## src/rtl/qic_pkg.sv

```systemverilog
package qic_pkg;

  localparam int SRC_W  = 3;  // selector width per lower queue
  localparam int FLAG_N = 4;  // status flags per lower queue

  typedef enum logic [1:0] {
    FLG_EMPTY      = 2'd0,
    FLG_NEAR_EMPTY = 2'd1,
    FLG_NEAR_FULL  = 2'd2,
    FLG_FULL       = 2'd3
  } flag_sel_e;

  // Trigger condition of a lower queue: picked flag, optionally inverted.
  function automatic logic src_condition(input logic [SRC_W-1:0] src,
                                         input logic [FLAG_N-1:0] flags);
    flag_sel_e pick;
    pick = flag_sel_e'(src[1:0]);
    return flags[pick] ^ src[2];
  endfunction

  // Upper queues use a fixed trigger: not nearly empty.
  function automatic logic hi_condition(input logic nearly_empty);
    return ~nearly_empty;
  endfunction

endpackage

```

## src/rtl/qic_src_bank.sv

```systemverilog
module qic_src_bank #(
  parameter int HALF_Q = 32,
  parameter int DW     = 32,
  parameter int NIB    = 4,
  parameter int REGS   = 4
) (
  input  logic                        clk,
  input  logic                        rst_n,
  input  logic [REGS-1:0]             wr_stb,
  input  logic [DW-1:0]               wdata,
  input  logic [HALF_Q*qic_pkg::FLAG_N-1:0] flags,
  output logic [HALF_Q-1:0]           cond,
  output logic [REGS*DW-1:0]          rd_flat
);
  localparam int PER_REG = DW / NIB;
  localparam int PAD     = NIB - qic_pkg::SRC_W;

  logic [qic_pkg::SRC_W-1:0] src_q [HALF_Q];

  for (genvar q = 0; q < HALF_Q; q++) begin : g_q
    localparam int R = q / PER_REG;
    localparam int S = (q % PER_REG) * NIB;

    always_ff @(posedge clk) begin
      if (!rst_n)         src_q[q] <= '0;
      else if (wr_stb[R]) src_q[q] <= wdata[S +: qic_pkg::SRC_W];
    end

    assign cond[q] = qic_pkg::src_condition(src_q[q],
                       flags[q*qic_pkg::FLAG_N +: qic_pkg::FLAG_N]);
    assign rd_flat[R*DW + S +: NIB] = {{PAD{1'b0}}, src_q[q]};
  end

endmodule

```

## src/rtl/qic_pend_half.sv

```systemverilog
module qic_pend_half #(
  parameter int N = 32
) (
  input  logic         clk,
  input  logic         rst_n,
  input  logic         en_wr,
  input  logic         pend_wr,
  input  logic [N-1:0] wdata,
  input  logic [N-1:0] cond,
  output logic [N-1:0] en_q,
  output logic [N-1:0] pend_q,
  output logic [N-1:0] set_evt,
  output logic [N-1:0] clr_evt,
  output logic         irq
);
  function automatic logic [N-1:0] next_pend(input logic [N-1:0] pend,
                                             input logic [N-1:0] setv,
                                             input logic [N-1:0] clrv);
    return (pend | setv) & ~clrv;
  endfunction

  logic [N-1:0] w1c_mask, dis_mask;

  assign set_evt  = en_q & cond;
  assign w1c_mask = pend_wr ? wdata : '0;
  assign dis_mask = en_wr ? (en_q & ~wdata) : '0;
  assign clr_evt  = w1c_mask | dis_mask;

  always_ff @(posedge clk) begin
    if (!rst_n) begin
      en_q   <= '0;
      pend_q <= '0;
    end else begin
      if (en_wr) en_q <= wdata;
      pend_q <= next_pend(pend_q, set_evt, clr_evt);
    end
  end

  assign irq = |pend_q;

endmodule

```

## src/rtl/qic_top.sv

```systemverilog
module qic_top #(
  parameter int HALF_Q = 32,
  parameter int DW     = 32,
  parameter int AW     = 4,
  parameter int NIB    = 4
) (
  input  logic                         clk,
  input  logic                         rst_n,
  input  logic                         bus_wr,
  input  logic [AW-1:0]                bus_addr,
  input  logic [DW-1:0]                bus_wdata,
  output logic [DW-1:0]                bus_rdata,
  input  logic [HALF_Q*4-1:0]          lo_flags,
  input  logic [HALF_Q-1:0]            hi_nearly_empty,
  output logic                         irq_lo,
  output logic                         irq_hi
);
  localparam int SRC_REGS = HALF_Q * NIB / DW;
  localparam logic [AW-1:0] A_EN_LO   = AW'(SRC_REGS);
  localparam logic [AW-1:0] A_EN_HI   = AW'(SRC_REGS + 1);
  localparam logic [AW-1:0] A_PEND_LO = AW'(SRC_REGS + 2);
  localparam logic [AW-1:0] A_PEND_HI = AW'(SRC_REGS + 3);

  logic [SRC_REGS-1:0]    src_stb;
  logic [SRC_REGS*DW-1:0] src_rd;
  logic [HALF_Q-1:0]      cond_lo, cond_hi;
  logic [HALF_Q-1:0]      en_lo_w, en_hi_w, pend_lo_w, pend_hi_w;
  logic [HALF_Q-1:0]      set_lo_w, set_hi_w, clr_lo_w, clr_hi_w;

  for (genvar r = 0; r < SRC_REGS; r++) begin : g_stb
    assign src_stb[r] = bus_wr && (bus_addr == AW'(r));
  end

  for (genvar u = 0; u < HALF_Q; u++) begin : g_hi
    assign cond_hi[u] = qic_pkg::hi_condition(hi_nearly_empty[u]);
  end

  qic_src_bank #(.HALF_Q(HALF_Q), .DW(DW), .NIB(NIB), .REGS(SRC_REGS)) u_src (
    .clk(clk), .rst_n(rst_n), .wr_stb(src_stb), .wdata(bus_wdata),
    .flags(lo_flags), .cond(cond_lo), .rd_flat(src_rd)
  );

  qic_pend_half #(.N(HALF_Q)) u_lo (
    .clk(clk), .rst_n(rst_n),
    .en_wr(bus_wr && bus_addr == A_EN_LO),
    .pend_wr(bus_wr && bus_addr == A_PEND_LO),
    .wdata(bus_wdata), .cond(cond_lo),
    .en_q(en_lo_w), .pend_q(pend_lo_w), .set_evt(set_lo_w), .clr_evt(clr_lo_w),
    .irq(irq_lo)
  );

  qic_pend_half #(.N(HALF_Q)) u_hi (
    .clk(clk), .rst_n(rst_n),
    .en_wr(bus_wr && bus_addr == A_EN_HI),
    .pend_wr(bus_wr && bus_addr == A_PEND_HI),
    .wdata(bus_wdata), .cond(cond_hi),
    .en_q(en_hi_w), .pend_q(pend_hi_w), .set_evt(set_hi_w), .clr_evt(clr_hi_w),
    .irq(irq_hi)
  );

  always_comb begin
    bus_rdata = '0;
    if (bus_addr < AW'(SRC_REGS)) begin
      bus_rdata = src_rd[int'(bus_addr)*DW +: DW];
    end else begin
      case (bus_addr)
        A_EN_LO:   bus_rdata = en_lo_w;
        A_EN_HI:   bus_rdata = en_hi_w;
        A_PEND_LO: bus_rdata = pend_lo_w;
        A_PEND_HI: bus_rdata = pend_hi_w;
        default:   bus_rdata = '0;
      endcase
    end
  end

endmodule

```

## config.mk

```make
export PLATFORM = sky130hd
export DESIGN_NAME = qic_top
export DESIGN_NICKNAME = d
export VERILOG_FILES = /design/src/rtl/qic_pkg.sv /design/src/rtl/qic_src_bank.sv /design/src/rtl/qic_pend_half.sv /design/src/rtl/qic_top.sv
export SDC_FILE = /design/constraint.sdc
export NUM_CORES = 1
export LEC_CHECK = 0
export CAP_MARGIN = 20
export CORE_MARGIN = 2
export CORE_UTILIZATION = 53
export DETAILED_ROUTE_END_ITERATION = 10
export HOLD_SLACK_MARGIN = 0.1
export PLACE_DENSITY_LB_ADDON = 0.08
export SETUP_SLACK_MARGIN = 0.4
export SLEW_MARGIN = 20
export SYNTH_ARGS = -nofsm -noshare
export SYNTH_HDL_FRONTEND = slang
export SYNTH_SLANG_ARGS = --single-unit
export TNS_END_PERCENT = 20
```

## constraint.sdc

```tcl
create_clock -name clk -period 4.46 [get_ports clk]
set_input_delay 0.669 -clock clk [delete_from_list [all_inputs] [get_ports clk]]
set_output_delay 0.669 -clock clk [all_outputs]
set_load 0.01 [all_outputs]
```

; After elaboration in Yosys (flattened, before gate mapping)
; Memories as Yosys holds them, arrays and structs flattened.
; Cells that the tools add are included.
; W data, S select, Z words.
[word_totals]
regBits = 128
latch_bits = 0
mem_bits_rw = 96
rom_bits = 0
input_bits = 199
out_inout_bits = 34
wordCells = 281
n_memories = 1
[mem_list]
columns = name, depth, word_bits, rd, rd_clocked_by_memory_dff, write_ports, line_no
row1 = u_src.src_q, 32, 3, 32, 0, 32, qic_src_bank.sv:18  ; logic [qic_pkg::SRC_W-1:0] src_q [HALF_Q];
[classes]
addsub = 0
multipliers = 0
div = 0
n_lt_le_gt_ge = 33
n_eq_ne = 7
n_shift = 1
muxes = 115
n_bitwise = 109
reduce_logical = 11
[op_table]
columns = operator, count
row1 = $and A32 B32 Y32, 6
row2 = $mux W32, 5
row3 = $or A32 B32 Y32, 4
row4 = $pmux W32 S4, 1
row5 = $shiftx A128 B10 Y32, 1
row6 = $lt A2 B3 Y1 const B, 32
row7 = $mux W3, 32
row8 = $not A32 Y32, 3
row9 = $bmux W1 S2, 32
row10 = $reduce_or A32 Y1, 2
row11 = $mux W1, 45
row12 = $not A1 Y1, 32
row13 = $or A1 B1 Y1, 32
row14 = $xor A1 B1 Y1, 32
row15 = $eq A4 B3 Y1 const B, 4
row16 = $eq A4 B2 Y1 const B, 2
row17 = $logic_and A1 B1 Y1, 8
row18 = $eq A4 B1 Y1 const B, 1
row19 = $logic_not A4 Y1, 1
row20 = $lt A4 B3 Y1 const B, 1

; Longest topological paths before layout
; Gate-level depths: netlist of run 1.
; An unclocked memory read counts as a cell.
[logic_depth]
word_depth = 7
ltp_mapped = 7
mapped_depth_nobuf = 4

; Modules after synthesis
; A second synthesis of run 1 with hierarchy kept.
[hier_totals]
cells_unflattened = 1205
hier_area_um2 = 13070.0
[modules_own_cells]
columns = module, n_inst, cells_per_inst, area_per_inst_um2, seq_area_each_um2
row1 = qic_pend_half, 2, 348, 3006.6, 1281.2
row2 = qic_src_bank, 1, 312, 4825.9, 2882.8
row3 = qic_top, 1, 197, 2230.9, 0.0

; Worst setup path after synthesis of run 1
; Ideal clock, no wire load.
[synth_timing]
path_kind = input to register
start = input port bus_addr[0]
end = memory u_src.src_q[0][0] (netlist name) (enable)
setup_ns = 0.438
arrival_time_ns = 2.982
t_required_ns = 4.022
path_slack_ns = 1.039
stages = 3
n_path_buf = 1
path_cell_list = buf_6 or3_1 o21ai_0
[synth_lines]
columns = element, line_no
row1 = start: declaration, qic_top.sv:10  ; input logic [AW-1:0] bus_addr,
row2 = end: declaration, qic_src_bank.sv:18

; Worst setup path in the final report of run 1
[layout_timing]
start = input port bus_addr[0]
end = output port bus_rdata[28]
[layout_via]
elab_chain_cells = 3
word_cells_on_any_way = 8
cone_classes = order compare (1) / eq/ne (4) / shift (1) / mux (2)
[layout_rtl]
columns = element, line_no
row1 = branches (longest 2 deep; another with $shiftx A128 B10 Y32), --
row2 = $mux W32 *, qic_top.sv:63  ; if (bus_addr < AW'(SRC_REGS)) begin
row3 = end: declaration, qic_top.sv:12  ; output logic [DW-1:0] bus_rdata,
; Every way passes the cells marked *.

==> impl_summary.txt, run 1 <==
----------------------------------------------------
[Timing]
  Max Clock Skew ... 0.0150 ns
  Worst Hold Slack ... around 0.48 ns
  Final worst-path cycle share ... 85.5%
  Setup violations, final ... 0
  Shortest period the worst path allows ... 3.82 ns
  RSZ-0062 raised after global routing ... false
  Max frequency ... around 0.26 GHz
  Summed negative setup slack over all endpoints ... 0 ns
  Final number of max-transition violations ... 0
  Transition time at the pin with the least slew margin ... a little over 1 ns
  Worst max-slew margin expressed relative to the limit ... 31.8%
  Final Hold Fails ... 0
  Worst Slack Setup Final ... 0.644 ns

[Clocking]
  Clk slew on worst S/H paths ... ~0.060 ns
  Maximum clock insertion buffer count ... 3
  Number of hold-repair buffers added at the cts stage ... 0
  Clock latency on the worst-skew pair ... around 0.53 ns
  TritonCTS buffer count ... 25
  Number of resized instances in the post-cts repair step ... 0
  TritonCTS clock tree ... built
  Count of clock tree sinks ... 224
  Clock tree root buffer cell ... clkbuf_16
  Post-CTS Setup Bufs ... 0
  H-tree levels ... 1

[Floorplan]
  Placeable core area ... 22000 µm²
  Cell row count ... 54
  Chip Width ... 154 µm
  Height of the chip ... 154 µm
  Total I/O pin count ... 233
  Starting utilization of the core area ... 54.4%
  Die outline area ... about 24000 µm²

[Logic synthesis]
  Count of flip-flops with a built-in enable after synthesis ... 96
  Count of different cell masters after synthesis ... 36
  Main area contributors after synthesis ... edfxtp_1 24%, dfxtp_1 21%, mux4_2 11%, and2_1 5.2%, nand2_1 5.0%
  Sequential area share after synthesis ... approximately 46%
  Yosys synthesis warning count ... 0
  Average cell area after synthesis ... approximately 11 µm²
  Dominant synthesized flop cell ... dfxtp_1
  Register bit total from synthesis ... 224
  Largest area contributor in the synthesized netlist ... edfxtp_1
  Fraction of synthesized cell area taken by the top area cell type ... 24.1%
  Number of instances in the synthesized netlist ... 1104
  Mapped Nets ... around 1300
  Async S/R FF share, synth ... 0%
  Synth Cell Area ... 11900 µm²

[GRT]
  Maximum number of pins on one net before global-route repair ... 58
  All-layer global routing usage ... around 32%
  Vias in the first global route ... 9758
  Initial antenna violation count ... 0
  Wire length of the first global-routing pass ... 58000 µm
  Remaining global-route overflow ... 0

[Status]
  Result of the run ... complete, no violations

[Finish]
  Number of nets in the final layout ... approximately 1500
  Final instance area ... roughly 15000 µm²
  Most frequent cells in the layout ... 229 x clkdlybuf4s50_1, 159 x nand2_1, 128 x dfxtp_1, 96 x and2_1, 96 x edfxtp_1
  Fill cell instance count of the final layout ... 1635
  Most frequent standard cell in the layout excluding fill and tap cells ... clkdlybuf4s50_1
  Area grow syn2layout ... 26.4%
  Number of antenna diodes ... 0
  Fraction of layout cells with a size suffix above 1 ... 13.3%

[Worst setup path]
  Endpoint of the worst-slack reg-to-reg timing path ... u_lo.pend_q[17]
  Critical path data arrival time ... between 3 and 4 ns
  Slowest CP cell ... buf_2
  Largest fanout of any net on the critical path ... 34
  Number of cells traversed by the worst register-to-register path ... 4
  Critical path buffers and inverters ... 3
  Startpoint-to-endpoint class of the critical path ... in2out
  Chain of cells forming the critical path ... buf_2 > nor4bb_4 > buf_4 > a222oi_1 > nand2_1 > clkdlybuf4s50_1
  Largest stage delay on the critical path ... roughly 0.76 ns
  Category of the worst setup path capture point ... output port
  Critical R2R Launch ... u_src.src_q[1][3]
  CP required ... between 3 and 4 ns
  Flop-to-flop setup slack ... 2.64 ns
  Dominant delay contributor by cell family on the critical path ... buffers and inverters
  Critical Path Start Type ... input pin

[Drt]
  Drt first-iter violations ... between 1000 and 1500
  Number of design rule violations left after detail routing ... 0
  Detailed-router iteration count before antenna repair ... 10
  Post-route ant nets ... 0
  Via count of the routed design ... 10100
  Post-detailed-route wirelength per cell ... about 24 µm
  Average via count per standard cell ... 6.36
  Routed wire length ... 38500 µm

[Placement]
  Placement-stage cell area ... approximately 14000 µm²
  Post-Place Worst Slack ... about 0.46 ns
  Buffers added on ports ... 232
  GPL Wtd Cong ... 0.919
  DP HPWL ... 27500 µm

[Pwr]
  Total Power Consumption ... 0.00496 W
  Leakage power figure ... 5.35 nW
  Pwr Density ... approximately 330 nW/µm²
  Max VDD drop ... 0.254 mV

[Worst hold path]
  Hold Path End ... u_hi.en_q[30]
  Hold/Removal Path Class ... reg2reg
  Number of cells traversed by the worst hold path ... 2
  Startpoint of the worst hold path ... u_hi.en_q[30]

[Flow run]
  Maximum Capacitance Violations ... 0

----------------------------------------------------
[Yosys cell counts (4+ instances only)]
cell type  count
a21boi_0       6
a21boi_1      58
a21oi_1       64
a221oi_2      30
a222oi_1      23
a22oi_1       32
a31oi_1       32
and2_1        99
buf_2         13
buf_4         30
buf_6         10
clkbuf_1      43
clkbuf_2       4
dfxtp_1      128
edfxtp_1      96
mux2i_1        8
mux4_2        56
nand2_1      159
nand4_1        4
nor2_1         6
nor2b_1       65
nor3b_1       32
nor4_1        16
o21ai_0       43
xor2_1        32
[stage by stage]
stage | util (%) | instances
finish | 68.7 | 1591
global route | 68.7 | 1591
CTS | 68.7 | 1591
detailed placement | 65.0 | 1545
global placement | 65.0 | 1545
floorplan | - | 1104
[power breakdown]
group	switching, W	internal (W)	total, W
Clock	0.000848	0.00117	0.00202
Combinational	0.000335	0.000350	0.000684
Sequential	0.0000580	0.00220	0.00226
[per-layer routing]
metal | up-vias | share of wire [%] | global-route usage (%)
li1 | 4489 | - | -
met1 | 4890 | 40 | 45.3
met2 | 653 | 44 | 47.8
met3 | 80 | 13 | 9.84
met4 | 0 | 3.1 | 9.52
met5 | - | 0 | 0
[worst max-delay path by stage]
stage	startpoint	end	cells after the start
2_1_floorplan	bus_addr[0]	u_src.src_q[0][0]	3
3_3_place_gp	bus_addr[3]	bus_rdata[0]	6
3_5_place_dp	bus_addr[3]	bus_rdata[0]	6
4_1_cts	bus_addr[3]	bus_rdata[0]	6
5_1_grt	bus_addr[0]	bus_rdata[16]	5
6_report	bus_addr[0]	bus_rdata[28]	6
[cell families (layout without fill, tap and decap cells)]
logic type	after synthesis	count (layout)	share of synthesized area, %
buf+inv	100	307	4.89
compound gates	291	291	18.1
simple gates	393	393	17.8
xor+xnor	32	32	2.35
mux	64	64	11.2
flops	224	224	45.6
[flip-flops by register name, summed over array words and instances (netlist names)]
signal       cells
u_src.src_q     96
u_hi.en_q       32
u_hi.pend_q     32
u_lo.en_q       32
u_lo.pend_q     32
[cell type report]
cell class	instances	area, µm²	share of cell area (%)
Multi-Input combinational cell	780	5950	39.4
Timing Repair Buffer	261	2540	16.8
Sequential cell	224	5450	36.1
Clock buffer	37	751	4.98
Tap cell	280	350	2.32
Clock inverter	9	57.6	0.381
[tightest hold or removal path, cell delays in order, from the launching register on]
cell	delay (ns)
dfxtp_1	0.32
nand2_1	0.06
a21boi_1	0.05
Power figures use the tool's default switching activity.
==> inputs of run 2 (changes only) <==
--- a/config.mk
+++ b/config.mk
@@ -7,7 +7,7 @@
 export LEC_CHECK = 0
 export CAP_MARGIN = 20
 export CORE_MARGIN = 2
-export CORE_UTILIZATION = 53
+export CORE_UTILIZATION = 48
 export DETAILED_ROUTE_END_ITERATION = 10
 export HOLD_SLACK_MARGIN = 0.1
 export PLACE_DENSITY_LB_ADDON = 0.08
==> constraint.sdc (replaced) <==
create_clock -name clk -period 3.05 [get_ports clk]
set_input_delay 0.4575 -clock clk [delete_from_list [all_inputs] [get_ports clk]]
set_output_delay 0.4575 -clock clk [all_outputs]
set_load 0.01 [all_outputs]
==> impl_summary.txt, run 2 (synthesis results as in run 1) <==
----------------------------------------------------
[Drt]
  Detailed-router iteration count before antenna repair ... 8 (-2)
  Post-detailed-route wirelength per cell ... 23.7 µm (-2.1%)
  Average via count per standard cell ... 6.05 (-4.8%)
  Routed wire length ... 39600 µm (+3.0%)
  Drt first-iter violations ... 1353 (+16%)
  Via count of the routed design ... 10100 (+0.12%)
  Number of design rule violations left after detail routing ... 0 (unchanged)
  Post-route ant nets ... 0 (unchanged)

[Clocking]
  Maximum clock insertion buffer count ... 3 (unchanged)
  TritonCTS clock tree ... built
  Count of clock tree sinks ... 224 (unchanged)
  Clock tree root buffer cell ... clkbuf_16
  Clk slew on worst S/H paths ... 0.06 ns (about the same)
  Clock latency on the worst-skew pair ... 0.52 ns (about the same)
  H-tree levels ... 1 (unchanged)
  TritonCTS buffer count ... 24 (-4.0%)

[Worst setup path]
  Endpoint of the worst-slack reg-to-reg timing path ... u_lo.pend_q[7]
  Category of the worst setup path capture point ... output port
  Critical Path Start Type ... flop
  Largest fanout of any net on the critical path ... 2 (-94%)
  Flop-to-flop setup slack ... 1.27 ns (-1.37 ns)
  CP required ... 2.59 ns (-1.20 ns)
  Startpoint-to-endpoint class of the critical path ... reg2out
  Critical path data arrival time ... 2.41 ns (-0.74 ns)
  Number of cells traversed by the worst register-to-register path ... 5 (+1)
  Critical R2R Launch ... u_src.src_q[0][21]

[Worst hold path]
  Hold/Removal Path Class ... reg2reg
  Startpoint of the worst hold path ... u_hi.en_q[12]
  Number of cells traversed by the worst hold path ... 2 (unchanged)
  Hold Path End ... u_hi.en_q[12]

[Placement]
  Buffers added on ports ... 232 (unchanged)
  GPL Wtd Cong ... 0.879 (-4.3%)
  Instance count after placement with tap cells included ... 1608 (+4.1%)
  DP HPWL ... 28700 µm (+4.5%)

[Timing]
  Transition time at the pin with the least slew margin ... 0.765 ns (-0.259 ns)
  Max Clock Skew ... 0.0110 ns (-0.00406 ns)
  Final number of max-transition violations ... 0 (unchanged)
  Max frequency ... 0.349 GHz
  Final worst-path cycle share ... between 90% and 100%
  RSZ-0062 raised after global routing ... true
  Worst max-slew margin expressed relative to the limit ... 49.0% (+17 points)
  Setup violations, final ... 0 (unchanged)
  Shortest period the worst path allows ... 2.86 ns
  Final Hold Fails ... 0 (unchanged)

[Finish]
  Share of the core filled with cells ... 63.9% (-4.8 points)
  Most frequent standard cell in the layout excluding fill and tap cells ... clkdlybuf4s50_1
  Area grow syn2layout ... 30.6%
  Fraction of layout cells with a size suffix above 1 ... 15.6% (+2.3 points)
  Fill cell instance count of the final layout ... 2027 (+24%)
  Most frequent cells in the layout ... 214 x clkdlybuf4s50_1, 159 x nand2_1, 128 x dfxtp_1, 97 x and2_1, 96 x edfxtp_1
  Number of flip-flops in the largest register ... 96 (unchanged)
  Number of nets in the final layout ... 1531 (+2.7%)
  Final Non-Filler Cells ... 1674 (+5.2%)
  Number of antenna diodes ... 0 (unchanged)
  Most flops, register ... u_src.src_q

[GRT]
  Vias in the first global route ... 9764 (+0.061%)
  All-layer global routing usage ... 29.8% (-2.3 points)
  Maximum number of pins on one net before global-route repair ... 97 (+67%)
  Remaining global-route overflow ... 0 (unchanged)
  Initial antenna violation count ... 2 (+2)
  Wire length of the first global-routing pass ... 58900 µm (+1.7%)

[Pwr]
  Pwr Density ... 464 nW/µm² (+41%)
  Leakage power figure ... 5.72 nW (+7.0%)
  Total Power Consumption ... 0.00724 W (+46%)
  Max VDD drop ... 0.358 mV (+41%)

[Floorplan]
  Placeable core area ... 24400 µm² (+11%)
  Chip Width ... 162 µm (+4.9%)
  Starting utilization of the core area ... 48.9% (-5.4 points)
  Height of the chip ... 162 µm (+4.9%)
  Die outline area ... 26200 µm² (+10%)
  Cell row count ... 57 (+5.6%)
  Total I/O pin count ... 233 (unchanged)

[Flow run]
  Maximum Capacitance Violations ... 0 (unchanged)

[Status]
  Result of the run ... complete, no violations

----------------------------------------------------
[run 2: where the power goes]
group	switching (W)	internal, W	leakage, nW
logic	0.000511	0.000553	3.39
registers	0.0000763	0.00322	1.95
clock network	0.00119	0.00168	0.384
[run 2: worst max path at each step]
stage | startpoint | to | slack (ns)
floorplan | bus_addr[0] | u_src.src_q[1][0] | -0.15
global placement | bus_addr[2] | bus_rdata[27] | 0.09
detailed placement | bus_addr[2] | bus_rdata[0] | 0.04
CTS | u_src.src_q[0][18] | bus_rdata[24] | 0.21
global route | u_src.src_q[1][17] | bus_rdata[22] | 0.12
finish | u_src.src_q[0][10] | bus_rdata[13] | 0.19
[run 2: layer usage]
metal / global-route usage (%) / up-vias / routed length, µm
li1: - / 4563 / -
met1: 42.5 / 4949 / 16600
met2: 45.7 / 546 / 17800
met3: 7.58 / 62 / 4250
met4: 7.80 / 4 / 994
met5: 0 / - / 24
[run 2: worst max-delay path, stage by stage (launching register included)]
cell,delay (ns)
edfxtp_1,0.46
mux4_2,0.56
a222oi_1,0.27
nand2_1,0.12
clkdlybuf4s50_1,0.49
[run 2: repair_timing]
item                       in CTS  in global routing
gates resized for setup        11                  6
pin swaps                       3                  2
cloned                          2                  0
setup endpoints to repair      34                 34
buffers inserted               19                  1
hold buffers                    0                  0
[run 2: cell type report]
class	instances	area (µm²)	area share, %
Sequential cell	224	5450	34.9
Timing Repair Buffer	302	3020	19.3
Multi-Input combinational cell	780	5960	38.2
Clock buffer	36	707	4.53
Clock inverter	8	63.8	0.409
Tap cell	324	405	2.60
[run 2: stage by stage]
stage | setup slack [ns] | hold slack (ns) | TNS, ns | cell area, µm²
floorplan | -0.153 | 0.452 | -7.74 | 11900
global placement | 0.0867 | 0.467 | 0 | 14600
detailed placement | 0.0359 | 0.473 | 0 | 14600
CTS | 0.209 | 0.481 | 0 | 15600
global route | 0.122 | 0.502 | 0 | 15600
finish | 0.186 | 0.480 | 0 | 15600
